[config.mk]
export PLATFORM = sky130hd
export DESIGN_NAME = bitstream_interleaver
export DESIGN_NICKNAME = d
export VERILOG_FILES = /design/src/rtl/interleave_pkg.sv /design/src/rtl/stream_merge_rd.sv /design/src/rtl/stream_spread_wr.sv /design/src/rtl/bitstream_interleaver.sv
export SDC_FILE = /design/constraint.sdc
export NUM_CORES = 1
export LEC_CHECK = 0
export BUFFER_PORTS_ARGS = -buffer_cell sky130_fd_sc_hd__clkbuf_2
export CORE_MARGIN = 4
export CORE_UTILIZATION = 30
export CTS_CLUSTER_DIAMETER = 80
export CTS_CLUSTER_SIZE = 20
export DETAILED_ROUTE_END_ITERATION = 16
export GPL_TIMING_DRIVEN = 0
export PLACE_DENSITY_LB_ADDON = 0.25
export SLEW_MARGIN = 20
export SYNTH_ARGS = -nofsm -noshare
export SYNTH_HDL_FRONTEND = slang
export SYNTH_SLANG_ARGS = --single-unit
[constraint.sdc]
create_clock -name clk -period 1.81 [get_ports clk]
set_input_delay 0.362 -clock clk [delete_from_list [all_inputs] [get_ports clk]]
set_output_delay 0.362 -clock clk [all_outputs]
set_load 0.02 [all_outputs]
[src/rtl/interleave_pkg.sv]
package interleave_pkg;
  function automatic int cnt_w(input int n);
    return $clog2(n + 1);
  endfunction
endpackage

[src/rtl/stream_merge_rd.sv]
module stream_merge_rd #(
  parameter int N = 5
) (
  input  logic         clk,
  input  logic         rst_n,
  input  logic         strobe,
  input  logic [N-1:0] par_data,
  input  logic [N-1:0] par_mask,
  output logic         s_valid,
  input  logic         s_ready,
  output logic         s_data,
  output logic         s_mask
);
  localparam int CW = interleave_pkg::cnt_w(N);

  logic [N-1:0]  dsh, msh;
  logic [CW-1:0] left;
  logic          take;

  assign take    = s_valid && s_ready;
  assign s_valid = (left != '0);
  assign s_data  = dsh[0];
  assign s_mask  = msh[0];

  // strobe has priority: a reload discards unsent bits
  always_ff @(posedge clk or negedge rst_n) begin
    if (!rst_n) begin
      dsh  <= '0;
      msh  <= '0;
      left <= '0;
    end else if (strobe) begin
      dsh  <= par_data;
      msh  <= par_mask;
      left <= CW'(N);
    end else if (take) begin
      dsh  <= dsh >> 1;
      msh  <= msh >> 1;
      left <= left - 1'b1;
    end
  end
endmodule

[src/rtl/stream_spread_wr.sv]
module stream_spread_wr #(
  parameter int N = 5
) (
  input  logic         clk,
  input  logic         rst_n,
  input  logic         strobe,
  input  logic [N-1:0] par_mask,
  input  logic         s_valid,
  output logic         s_ready,
  input  logic         s_data,
  output logic [N-1:0] par_data,
  output logic         par_en
);
  localparam int CW = interleave_pkg::cnt_w(N);

  logic [N-1:0]  fill;
  logic [CW-1:0] fc;
  logic          full, take;

  assign full    = (fc == CW'(N));
  assign s_ready = !full;
  assign take    = s_valid && s_ready;

  for (genvar g = 0; g < N; g++) begin : g_slot
    always_ff @(posedge clk or negedge rst_n) begin
      if (!rst_n)                      fill[g] <= 1'b0;
      else if (take && fc == CW'(g))   fill[g] <= s_data;
    end
  end

  always_ff @(posedge clk or negedge rst_n) begin
    if (!rst_n) begin
      fc <= '0;
    end else if (strobe && full) begin
      fc <= '0;
    end else if (take) begin
      fc <= fc + 1'b1;
    end
  end

  always_ff @(posedge clk or negedge rst_n) begin
    if (!rst_n) begin
      par_data <= '0;
      par_en   <= 1'b0;
    end else if (strobe) begin
      par_data <= full ? (fill & par_mask) : '0;
      par_en   <= full;
    end
  end
endmodule

[src/rtl/bitstream_interleaver.sv]
module bitstream_interleaver #(
  parameter int N = 5
) (
  input  logic         clk,
  input  logic         rst_n,
  input  logic         dev_strobe,
  input  logic [N-1:0] dev_rd_bits,
  input  logic [N-1:0] loop_good,
  output logic         ser_valid,
  input  logic         ser_ready,
  output logic         ser_data,
  output logic         ser_mask,
  input  logic         wr_valid,
  output logic         wr_ready,
  input  logic         wr_bit,
  output logic [N-1:0] dev_wr_bits,
  output logic         dev_wr_en
);
  stream_merge_rd #(.N(N)) u_rd (
    .clk      (clk),
    .rst_n    (rst_n),
    .strobe   (dev_strobe),
    .par_data (dev_rd_bits),
    .par_mask (loop_good),
    .s_valid  (ser_valid),
    .s_ready  (ser_ready),
    .s_data   (ser_data),
    .s_mask   (ser_mask)
  );

  stream_spread_wr #(.N(N)) u_wr (
    .clk      (clk),
    .rst_n    (rst_n),
    .strobe   (dev_strobe),
    .par_mask (loop_good),
    .s_valid  (wr_valid),
    .s_ready  (wr_ready),
    .s_data   (wr_bit),
    .par_data (dev_wr_bits),
    .par_en   (dev_wr_en)
  );
endmodule

# After elaboration in Yosys (flattened, before gate mapping)
# Cells that the tools add are included.
# Widths: inputs -> output; s select.
[totals]
regBits = 27
out_inout_bits = 10
elab_cells = 41
[op_classes]
addsub = 2
eq_ne = 5
n_mux = 9
n_bitwise = 1
reduce_logical = 13
[op_table]
columns = ["op", "count"]
rows = [
  ["$mux 5", 5],
  ["$mux 3", 4],
  ["$logic_and 1x1->1", 8],
  ["$eq 3x2->1 const B", 2],
  ["$eq 3x3->1 const B", 2],
  ["$and 5x5->5", 1],
  ["$reduce_bool 2->1", 2],
  ["$add 3x1->3 const B", 1],
  ["$eq 3x1->1 const B", 1],
  ["$logic_not 3->1", 1],
  ["$reduce_bool 3->1", 1],
  ["$sub 3x1->3 const B", 1],
  ["$logic_not 1->1", 1],
]

# Logic depth before layout (Yosys ltp)
# Gate-level depths: netlist (run 1).
[logic_depth]
ltp_word = 5
depth_mapped = 6

# By module
# Synthesis (run 1) repeated with hierarchy kept, for this count alone.
[unflattened]
cells_unflattened = 122
hier_area_um2 = 1338.8
[modules_own_cells]
columns = ["mod", "instances", "cells_per_inst", "area_per_inst_um2"]
rows = [
  ["stream_spread_wr", 1, 62, 696.9],
  ["stream_merge_rd", 1, 60, 641.9],
]

# Worst setup path before layout (run 1)
# Ideal clock, no wire load.
[synth_timing]
path_kind = "register to output"
startpoint = "register u_wr.fc[1]"
endpoint = "output port wr_ready"
t_arrival_ns = 1.073
required_time_ns = 1.448
slack_ns = 0.375
path_stages_with_launch = 6
path_cell_list = "dfrtp_1 > inv_1 > ha_1 > and2_0 > buf_2 > inv_1"
[synth_via]
elab_chain_len = 2
[synth_rtl]
columns = ["element", "line", "source"]
rows = [
  ["start, declared", "stream_spread_wr.sv:17", "logic [CW-1:0] fc;"],
  ["start signal, assigned", "stream_spread_wr.sv:37", "fc <= fc + 1'b1;"],
  ["$eq 3x3->1", "stream_spread_wr.sv:20", "assign full = (fc == CW'(N));"],
  ["$logic_not 1->1", "stream_spread_wr.sv:21", "assign s_ready = !full;"],
  ["end, declared", "bitstream_interleaver.sv:14", "output logic wr_ready,"],
]
# Every way passes these cells.

# Worst setup path in the final report (run 1)
[layout_timing]
startpoint = "register u_rd.left[0]"
endpoint = "output port ser_valid"
[layout_via]
elab_chain_len = 1
[layout_rtl]
columns = ["element", "line", "source"]
rows = [
  ["start, declared", "stream_merge_rd.sv:17", "logic [CW-1:0] left;"],
  ["start signal, assigned", "stream_merge_rd.sv:34", "left <= CW'(N);"],
  ["start signal, assigned", "stream_merge_rd.sv:38", "left <= left - 1'b1;"],
  ["$reduce_bool 3->1", "stream_merge_rd.sv:21", "assign s_valid = (left != '0);"],
  ["end, declared", "bitstream_interleaver.sv:9", "output logic ser_valid,"],
]
# Every way passes these cells.

==> results.py, run 1 <==
metrics = {
    "outcome": {
        "status": "completed",
    },
    "placement": {
        "finalWeightedCongestion": 0.776,
        "hpwl_um": 2260,
        "place.port_buffers": 24,
    },
    "worst_hold_path": {
        "worst_hold_class": "primary input to async pin",
    },
    "cells_and_area": {
        "insertedDiodeCount": 0,
        "final_net_count": 184,
        "fill_cells": 432,
        "finalCoreUtilization": 0.385,
        "syn_to_final_growth_pct": 20.7,
        "share_of_post_route_cells_with_drive_strength_above_1": 0.288,
    },
    "global_route": {
        "globalRouteTotalUtil": 0.116,
        "grt_pass1_vias": 1058,
        "antenna_violations_before_repair": 0,
        "grt_pass1_wl_um": 4920,
        "pin_count_of_the_biggest_net_entering_global_routing": 28,
        "total_gr_overflow": 0,
    },
    "setup_path": {
        "cp_data_required_time_ns": 1.45,
        "critical-path-slowest-cell": "dfrtp_1",
        "reg2reg_setup_slack_ns": 0.24,
        "start_kind": "flop",
        "cp-endpoint": "ser_valid",
        "critPathKind": "flop to output port",
        "reg2reg_to": "u_wr.fc[2]",
        "timing.reg2reg.worst_path_depth": 7,
        "critPathArrivalTime_ns": 1.38,
        "crit_fanout": 10,
        "rr_startpoint": "u_wr.fc[1]",
        "crit_start": "u_rd.left[0]",
        "worstSetupEndpointType": "output port",
        "max_stage_delay_ns": 0.35,
        "crit_chain": "inv_1 -> ha_1 -> and2b_4 -> inv_4 -> clkbuf_4",
    },
    "clock_tree": {
        "clock-sinks": 27,
        "clock_transition_at_the_register_clock_pins_on_the_worst_setup_and_hold_paths_after_cts_ns": 0.09,
        "quantity_of_hold_fixing_buffers_added_after_cts": 0,
        "htreeDepth": 1,
        "worst_skew_pair.late_latency_ns": 0.27,
        "cts_inserted_buffers": 3,
        "clk_root_buffer_cell": "clkbuf_8",
        "tritoncts_clock_tree": "done",
        "cts-root-to-sink-buffers": 2,
    },
    "timing": {
        "layout_min_cycle_time_ns": 1.74,
        "hold_violations": 0,
        "fmaxAchievable_ghz": 0.574,
        "max_slew_margin": 0.548,
        "final_slew_viol_count": 0,
        "min_period_over_period": 0.963,
        "tns_ns": 0,
        "report.final.setup_viol": 0,
        "max_slew.worst_pin.slew_ns": 0.677,
        "fin_worst_skew_ns": 0.00153,
    },
    "logic_synthesis": {
        "post_synth_edffs": 0,
        "syn-mean-instance-area_um2": 10.3,
        "postSynth.asyncResetShare": 1.00,
        "yosys_warnings": 0,
        "syn_nets": 152,
        "synth_area_leader_cell": "dfrtp_1",
        "synth_common_cells": "dfrtp_1 (27), o21ai_0 (16), inv_1 (14)",
        "synthMostInstantiatedCell": "dfrtp_1",
        "synthDistinctLibCells": 32,
        "postSynth.topFlopCell": "dfrtp_1",
        "synthDominantCellAreaShare": 0.511,
        "synth-seq-cells": 27,
        "seq_area_frac_synth": 0.511,
        "most_area_consuming_cells_after_synthesis": "dfrtp_1 (51%), ha_1 (6.6%), o21ai_0 (6.1%)",
        "synth_cells": 129,
        "netlist_area_um2": 1320,
    },
    "pwr": {
        "power.total_w": 0.00179,
        "power_frac_clock": 0.190,
        "cell_internal_pwr_w": 0.00120,
        "pwr-share-seq": 0.468,
        "power.static_leakage_nw": 0.747,
        "power.switching_fraction": 0.330,
        "vdd_drop_max_v": 0.000565,
        "power_switching_w": 0.000591,
        "p_per_area_nw_per_um2": 1120,
        "comb_power_share": 0.342,
    },
    "die": {
        "die_h_um": 74.4,
        "fp.dieW_um": 74.4,
        "boundaryPins": 26,
        "coreArea_um2": 4140,
        "number_of_placement_rows": 23,
        "design.die.area_um2": 5530,
        "floorplan.initialDensity": 0.319,
    },
    "drt": {
        "vias_per_instance": 5.15,
        "dr_total_vias": 1082,
        "post-route-drc-count": 0,
        "final_antenna_net_count": 0,
        "wirelength_um": 3100,
        "drt_first_iter_violations": 31,
        "avgRoutedWirePerCell_um": 14.8,
        "detail_route.first_pass.iterations": 5,
    },
    "flow_run": {
        "max_cap_violations": 0,
    },
}
## cell type report
cell class | count | area (um^2) | area share
inverters | 16 | 62.6 | 0.0392
repair buffers | 27 | 148 | 0.0925
clock buffers | 4 | 45.0 | 0.0282
well taps | 50 | 62.6 | 0.0392
plain buffers | 7 | 36.3 | 0.0227
flip-flops and latches | 27 | 677 | 0.424
multi-input cells | 79 | 566 | 0.354
## power groups by stage
stage	clock network, W	logic (W)	registers, W
floorplan	0	0.000358	0.000854
global placement	0	0.000507	0.000839
detailed placement	0	0.000535	0.000847
CTS	0.000361	0.000576	0.000834
global route	0.000386	0.000680	0.000854
finish	0.000342	0.000613	0.000840
## cells by family (layout without fill, tap and decap cells)
family,after synthesis,after routing,synth area share
buffers and inverters,23,54,0.0709
adders and majority gates,7,7,0.0662
and+or+nand+nor,25,25,0.100
DFF,27,27,0.511
AOI/OAI and AO/OA,41,41,0.198
muxes,6,6,0.0539
## flip-flops by register name (all words and copies together), names as in the netlist
register	cells
u_rd.left	3
u_wr.par_data	5
u_rd.dsh	5
u_wr.fill	5
u_wr.fc	3
u_wr.par_en	1
u_rd.msh	5
## what timing repair did
action                                  4_1_cts  5_1_grt
pin swaps                                     0        1
endpoints found under the setup margin        2        1
resized for setup                             4        5
setup buffers                                 1        2
## per-stage QoR
| step | instances | hold WS (ns) | instance area (um^2) | setup WS [ns] |
|---|---|---|---|---|
| after floorplan | 129 | 0.0664 | 1320 | 0.375 |
| after global placement | 203 | 0.425 | 1510 | 0.240 |
| after detailed placement | 203 | 0.452 | 1510 | 0.205 |
| after CTS | 208 | 0.145 | 1580 | 0.00638 |
| after global routing | 210 | 0.166 | 1600 | -0.00143 |
| final | 210 | 0.111 | 1600 | 0.0674 |
## worst max-delay path: cells and delay by family (launching register included)
| kind | cells | cell delay, ns |
|---|---|---|
| adders and majority gates | 1 | 0.21 |
| buffers and inverters | 3 | 0.36 |
| DFF | 1 | 0.35 |
| and+or+nand+nor | 1 | 0.19 |
## how the worst min path moves through the flow
stage,from,endpoint,slack (ns),depth (start not counted)
3_3_place_gp,rst_n,u_rd.left[2],0.42,1
4_1_cts,rst_n,u_rd.left[2],0.14,1
5_1_grt,rst_n,u_rd.left[2],0.17,1
6_report,rst_n,u_rd.left[2],0.11,1
3_5_place_dp,rst_n,u_rd.left[2],0.45,1
2_1_floorplan,rst_n,u_rd.dsh[0],0.07,0
## metal layers
layer,track usage,up-vias,share of wire
met4,0.0217,0,0.0042
met5,0,-,0
met1,0.143,539,0.46
li1,-,520,-
met3,0.0338,2,0.045
met2,0.202,21,0.49
## placed cells by master, fill, tap and decap left out
cell type | netlist | routed
clkbuf_8 | 0 | 3
buf_4 | 1 | 6
buf_2 | 3 | 2
a311oi_1 | 1 | 1
clkinv_1 | 1 | 1
inv_1 | 14 | 13
nor2_1 | 1 | 1
a21oi_1 | 4 | 4
nor3_1 | 1 | 1
mux2_4 | 1 | 1
and2_0 | 1 | 1
o21ai_0 | 16 | 16
nand4_1 | 6 | 6
a21o_1 | 1 | 1
ha_1 | 7 | 6
a2bb2oi_1 | 7 | 7
clkbuf_1 | 3 | 4
o21ai_1 | 1 | 1
nand2_1 | 9 | 9
and2b_4 | 1 | 1
a31oi_1 | 7 | 7
and3_1 | 1 | 1
a21boi_2 | 1 | 1
nor2b_1 | 1 | 1
dfrtp_1 | 27 | 26
clkbuf_2 | 0 | 22
o31ai_1 | 1 | 1
o211ai_1 | 1 | 1
clkbuf_4 | 0 | 1
inv_4 | 0 | 1
a22o_1 | 1 | 1
and2b_1 | 1 | 1
mux2_2 | 5 | 5
nand3_1 | 2 | 2
inv_2 | 1 | 1
or3_1 | 1 | 1
dfrtp_2 | 0 | 1
ha_4 | 0 | 1
Note: power is estimated with default switching activity, not from simulation.
==> inputs of run 2 (changes only) <==
==> constraint.sdc (replaced) <==
create_clock -name clk -period 1.81 [get_ports clk]
set_input_delay 0.543 -clock clk [delete_from_list [all_inputs] [get_ports clk]]
set_output_delay 0.543 -clock clk [all_outputs]
set_load 0.02 [all_outputs]
==> run 2 against run 1 <==
Critical path depth did not move. Wire length rose by 7.2%. Clock skew barely moved. Critical endpoint is now wr_ready. Largest cell class unchanged. Highest routed layer unchanged.
==> results.py, run 2 (synthesis gave the netlist of run 1 again) <==
metrics = {
    "outcome": {
        "status": "completed",
    },
    "clock_tree": {
        "clock-sinks": 27,
        "tritoncts_clock_tree": "done",
        "cts_inserted_buffers": 3,
        "quantity_of_hold_fixing_buffers_added_after_cts": 0,
        "clock_transition_at_the_register_clock_pins_on_the_worst_setup_and_hold_paths_after_cts_ns": 0.09,
        "htreeDepth": 1,
        "cts-root-to-sink-buffers": 2,
        "clk_root_buffer_cell": "clkbuf_8",
        "worst_skew_pair.late_latency_ns": 0.27,
    },
    "cells_and_area": {
        "layout.cells.non_filler": 218,
        "mostFrequentLayoutCell": "dfrtp_1",
        "syn_to_final_growth_pct": 27.6,
        "seqCellArea_um2": 676,
        "multi_input_area_um2": 581,
        "share_of_post_route_cells_with_drive_strength_above_1": 0.345,
        "final_net_count": 192,
        "fill_cells": 423,
        "insertedDiodeCount": 0,
        "layout_common_cells": "dfrtp_1 (27), clkbuf_2 (22), o21ai_0 (16)",
    },
    "setup_path": {
        "worstSetupEndpointType": "output port",
        "cp_data_required_time_ns": 1.27,
        "timing.reg2reg.worst_path_depth": 7,
        "reg2reg_setup_slack_ns": 0.24,
        "critPathKind": "flop to output port",
        "critPathArrivalTime_ns": 1.22,
        "crit_fanout": 2,
        "start_kind": "flop",
    },
    "pwr": {
        "pwr-share-seq": 0.441,
        "cell_internal_pwr_w": 0.00127,
        "power_switching_w": 0.000623,
        "power.static_leakage_nw": 0.796,
        "p_per_area_nw_per_um2": 1120,
        "power.total_w": 0.00189,
        "comb_power_share": 0.378,
        "power_frac_clock": 0.181,
        "power.switching_fraction": 0.330,
        "vdd_drop_max_v": 0.000559,
    },
    "drt": {
        "avgRoutedWirePerCell_um": 15.2,
        "vias_per_instance": 5.16,
        "final_antenna_net_count": 0,
        "drt_first_iter_violations": 25,
        "post-route-drc-count": 0,
        "wirelength_um": 3320,
        "detail_route.first_pass.iterations": 6,
        "dr_total_vias": 1125,
    },
    "global_route": {
        "antenna_violations_before_repair": 0,
        "pin_count_of_the_biggest_net_entering_global_routing": 28,
        "grt_pass1_vias": 1120,
        "globalRouteTotalUtil": 0.122,
        "grt_pass1_wl_um": 5180,
        "total_gr_overflow": 0,
    },
    "timing": {
        "fin_worst_skew_ns": 0.00157,
        "max_slew.worst_pin.slew_ns": 0.685,
        "report.final.setup_viol": 0,
        "fmaxAchievable_ghz": 0.568,
        "hold_violations": 0,
        "finalHoldWorstSlack_ns": 0.296,
        "layout_min_cycle_time_ns": 1.76,
        "final_slew_viol_count": 0,
        "min_period_over_period": 0.972,
        "tns_ns": 0,
        "max_slew_margin": 0.543,
    },
    "die": {
        "coreArea_um2": 4140,
        "design.die.area_um2": 5530,
        "die_h_um": 74.4,
        "boundaryPins": 26,
        "floorplan.initialDensity": 0.319,
        "number_of_placement_rows": 23,
        "fp.dieW_um": 74.4,
    },
    "placement": {
        "place.port_buffers": 24,
        "finalWeightedCongestion": 0.776,
        "place.detailed.instances": 203,
        "hpwl_um": 2260,
    },
    "worst_hold_path": {
        "worst_hold_class": "primary input to async pin",
    },
    "flow_run": {
        "max_cap_violations": 0,
    },
}
-- run 2: cell count changes in the layout (fill, tap and decap cells not counted), moves of 2 or more --
cell and change:
buf_4 +7, inv_2 +3, inv_1 -3, buf_8 +2
-- run 2: area by class of cell --
class / instances / area share
Timing Repair Buffer: 36 / 0.136
Clock buffer: 4 / 0.0267
Inverter: 16 / 0.0385
Multi-Input combinational cell: 79 / 0.344
Tap cell: 50 / 0.0371
Sequential cell: 27 / 0.400
Buffer: 6 / 0.0170
-- run 2: per-layer routing --
layer / wire, um / vias up / GRT usage
met4: 13 / 0 / 0.0237
met5: 0 / - / 0
li1: - / 536 / -
met1: 1460 / 559 / 0.145
met3: 156 / 2 / 0.0351
met2: 1690 / 28 / 0.218
-- run 2: timing repair --
| item | 4_1_cts | 5_1_grt |
|---|---|---|
| buffers inserted | 8 | 4 |
| pin swaps | 0 | 2 |
| setup endpoints to repair | 2 | 2 |
| hold endpoints to repair | 0 | 0 |
| resized for setup | 14 | 5 |
-- run 2: per-stage QoR --
step	area (um^2)	util	worst slack [ns]
after global routing	1690	0.407	-0.00200
after global placement	1510	0.363	0.0591
final	1690	0.407	0.0502
after floorplan	1320	-	0.194
after detailed placement	1510	0.363	0.0238
after CTS	1650	0.398	-0.0547
-- run 2: power groups by stage --
| stage | combinational, W | sequential (W) | clock (W) |
|---|---|---|---|
| final | 0.000714 | 0.000833 | 0.000341 |
| after global routing | 0.000785 | 0.000846 | 0.000386 |
| after CTS | 0.000665 | 0.000830 | 0.000361 |
| after detailed placement | 0.000535 | 0.000847 | 0 |
| after global placement | 0.000507 | 0.000839 | 0 |
| after floorplan | 0.000358 | 0.000854 | 0 |
-- run 2: worst max-delay path: stages, from the launching register on --
cell	delay [ns]
dfrtp_1	0.41
inv_2	0.09
ha_4	0.14
and2_4	0.15
inv_2	0.04
buf_8	0.12
-- run 2: final timing paths --
kind | start | to
min reg2reg | u_rd.left[2] | u_rd.left[2]
min in group clk | dev_rd_bits[4] | u_rd.dsh[4]
max | u_wr.fc[1] | wr_ready
max reg2reg | u_wr.fc[1] | u_wr.fc[2]
max in group asynchronous | rst_n | u_rd.dsh[0]
min | rst_n | u_rd.left[2]
==> inputs of run 3 (changes only) <==
Settings changed: CORE_UTILIZATION 30 to 45, GPL_TIMING_DRIVEN 0 to 1.
==> run 3 against run 2 <==
The run now ends with setup timing left. Via count is 1.4% lower. Clock power down 23%. Worst hold slack got worse by 0.069 ns. Critical endpoint is now ser_valid.
==> results.py, run 3 (synthesis gave the netlist of run 1 again) <==
metrics = {
    "outcome": {
        "status": "finished, violations left",
        "violations_in_the_final_reports": "setup timing",
    },
    "setup_path": {
        "critical_path.n_buffers_inverters": 3,
        "critPathTopFamily": "flip-flops",
        "critPathKind": "flop to output port",
        "critical-path-slowest-cell": "dfrtp_1",
        "crit_chain": "inv_2 -> ha_4 -> and2b_4 -> inv_2 -> buf_8",
        "crit_fanout": 2,
        "max_stage_delay_ns": 0.42,
        "cp_data_required_time_ns": 1.27,
        "timing.reg2reg.worst_path_depth": 10,
        "reg2reg_to": "u_rd.left[2]",
        "crit_path_frequent_cell": "inv_2",
        "worstSetupEndpointType": "output port",
        "start_kind": "flop",
        "critPathArrivalTime_ns": 1.28,
        "cell_count_along_the_critical_path": 5,
        "rr_startpoint": "u_rd.left[0]",
        "reg2reg_setup_slack_ns": 0.24,
        "crit_start": "u_rd.left[1]",
    },
    "timing": {
        "layout_min_cycle_time_ns": 1.82,
        "final_slew_viol_count": 0,
        "hold_violations": 0,
        "min_period_over_period": 1.00,
        "fmaxAchievable_ghz": 0.550,
        "max_slew.worst_pin.slew_ns": 0.685,
        "post-route-worst-setup-slack_ns": -0.00858,
        "max_slew_margin": 0.543,
        "report.final.setup_viol": 1,
        "fin_worst_skew_ns": 0.000887,
        "rsz0062_at_grt": "true",
    },
    "placement": {
        "finalWeightedCongestion": 0.804,
        "dpl-instance-area_um2": 1480,
        "hpwl_um": 2010,
        "place.port_buffers": 25,
    },
    "flow_run": {
        "max_cap_violations": 0,
    },
    "global_route": {
        "grt_pass1_vias": 1103,
        "most_used_routing_layer": "met2",
        "met1_usage": 0.195,
        "grt_pass1_wl_um": 5050,
        "pin_count_of_the_biggest_net_entering_global_routing": 28,
        "total_gr_overflow": 0,
        "grt_util_met3": 0.0306,
        "antenna_violations_before_repair": 0,
        "globalRouteTotalUtil": 0.162,
        "grt_util_met2": 0.277,
    },
    "cells_and_area": {
        "mostFrequentLayoutCell": "dfrtp_1",
        "fill_cells": 249,
        "seqCellArea_um2": 676,
        "share_of_post_route_cells_with_drive_strength_above_1": 0.376,
        "final_net_count": 194,
        "syn_to_final_growth_pct": 26.3,
        "post-route-cell-area_um2": 1670,
        "layout_common_cells": "dfrtp_1 (27), clkbuf_2 (23), buf_4 (19)",
        "finalCoreUtilization": 0.601,
        "insertedDiodeCount": 0,
        "multi_input_area_um2": 581,
    },
    "die": {
        "floorplan.initialDensity": 0.475,
        "die_h_um": 62.2,
        "coreArea_um2": 2780,
        "fp.dieW_um": 62.2,
        "boundaryPins": 26,
        "design.die.area_um2": 3870,
        "number_of_placement_rows": 19,
    },
    "drt": {
        "dr_total_vias": 1109,
        "wirelength_um": 3020,
        "vias_per_instance": 5.52,
        "final_antenna_net_count": 0,
        "drt_first_iter_violations": 35,
        "avgRoutedWirePerCell_um": 15.0,
        "post-route-drc-count": 0,
        "detail_route.first_pass.iterations": 5,
    },
    "pwr": {
        "vdd_drop_max_v": 0.000828,
        "p_per_area_nw_per_um2": 1090,
        "power.static_leakage_nw": 0.810,
    },
    "clock_tree": {
        "worst_skew_pair.late_latency_ns": 0.32,
        "cts_inserted_buffers": 3,
        "clock_transition_at_the_register_clock_pins_on_the_worst_setup_and_hold_paths_after_cts_ns": 0.14,
        "clk_root_buffer_cell": "clkbuf_4",
        "clock-sinks": 27,
        "tritoncts_clock_tree": "done",
        "htreeDepth": 1,
        "cts-root-to-sink-buffers": 2,
    },
    "worst_hold_path": {
        "worst_hold_class": "primary input to async pin",
    },
}
## run 3: cell types whose count changed in the layout (fill, tap and decap cells not counted)
cell      previous run  this run
clkinv_2             0         1
clkbuf_1             4         0
inv_2                4         5
inv_6                1         0
buf_2                2         0
clkbuf_2            22        23
clkbuf_8             3         0
buf_4               13        19
clkbuf_4             0         3
## run 3: final cells by class
| cell class | instances | area share |
|---|---|---|
| flip-flops and latches | 27 | 0.404 |
| multi-input cells | 79 | 0.348 |
| repair buffers | 44 | 0.172 |
| inverters | 16 | 0.0360 |
| well taps | 31 | 0.0232 |
| clock buffers | 3 | 0.0135 |
| clock inverters | 1 | 0.00300 |
## run 3: what timing repair did
item,4_1_cts,5_1_grt
setup buffers,11,4
hold buffers,0,0
hold endpoints to repair,0,0
endpoints found under the setup margin,2,2
pin swaps,1,2
gates resized for setup,14,2
## run 3: power by group
group	leakage (nW)	internal, W	switching [W]	total [W]
clock network	0.0177	0.0000829	0.000179	0.000262
logic	0.463	0.000376	0.000340	0.000717
registers	0.330	0.000739	0.0000970	0.000836
## run 3: per-layer routing
layer,wire (um),part of all wire
met1,1300,0.43
met2,1570,0.52
met3,93,0.031
met4,58,0.019
met5,0,0
## run 3: worst max path at each step
stage / end / slack [ns]
final: ser_valid / -0.009
after global routing: ser_valid / -0.1
after CTS: ser_valid / -0.02
after detailed placement: wr_ready / 0.17
after global placement: wr_ready / 0.20
after floorplan: wr_ready / 0.19
## run 3: worst reg2reg max path, stage by stage (launching register included)
cell     delay, ns
dfrtp_1       0.40
inv_2         0.07
buf_4         0.13
buf_4         0.12
buf_4         0.12
buf_4         0.12
buf_4         0.13
ha_1          0.19
nand2_1       0.08
a21oi_1       0.07
o31ai_1       0.07
## run 3: through the flow
stage | std cells | setup TNS, ns | power, W | hold slack (ns) | setup WS (ns)
4_1_cts | 197 | -0.0273 | 0.00177 | 0.241 | -0.0211
3_5_place_dp | 182 | 0 | 0.00138 | 0.477 | 0.165
2_1_floorplan | 129 | 0 | 0.00121 | 0.247 | 0.194
6_report | 201 | -0.00858 | 0.00181 | 0.227 | -0.00858
5_1_grt | 201 | -0.151 | 0.00195 | 0.249 | -0.0978
3_3_place_gp | 182 | 0 | 0.00135 | 0.468 | 0.201
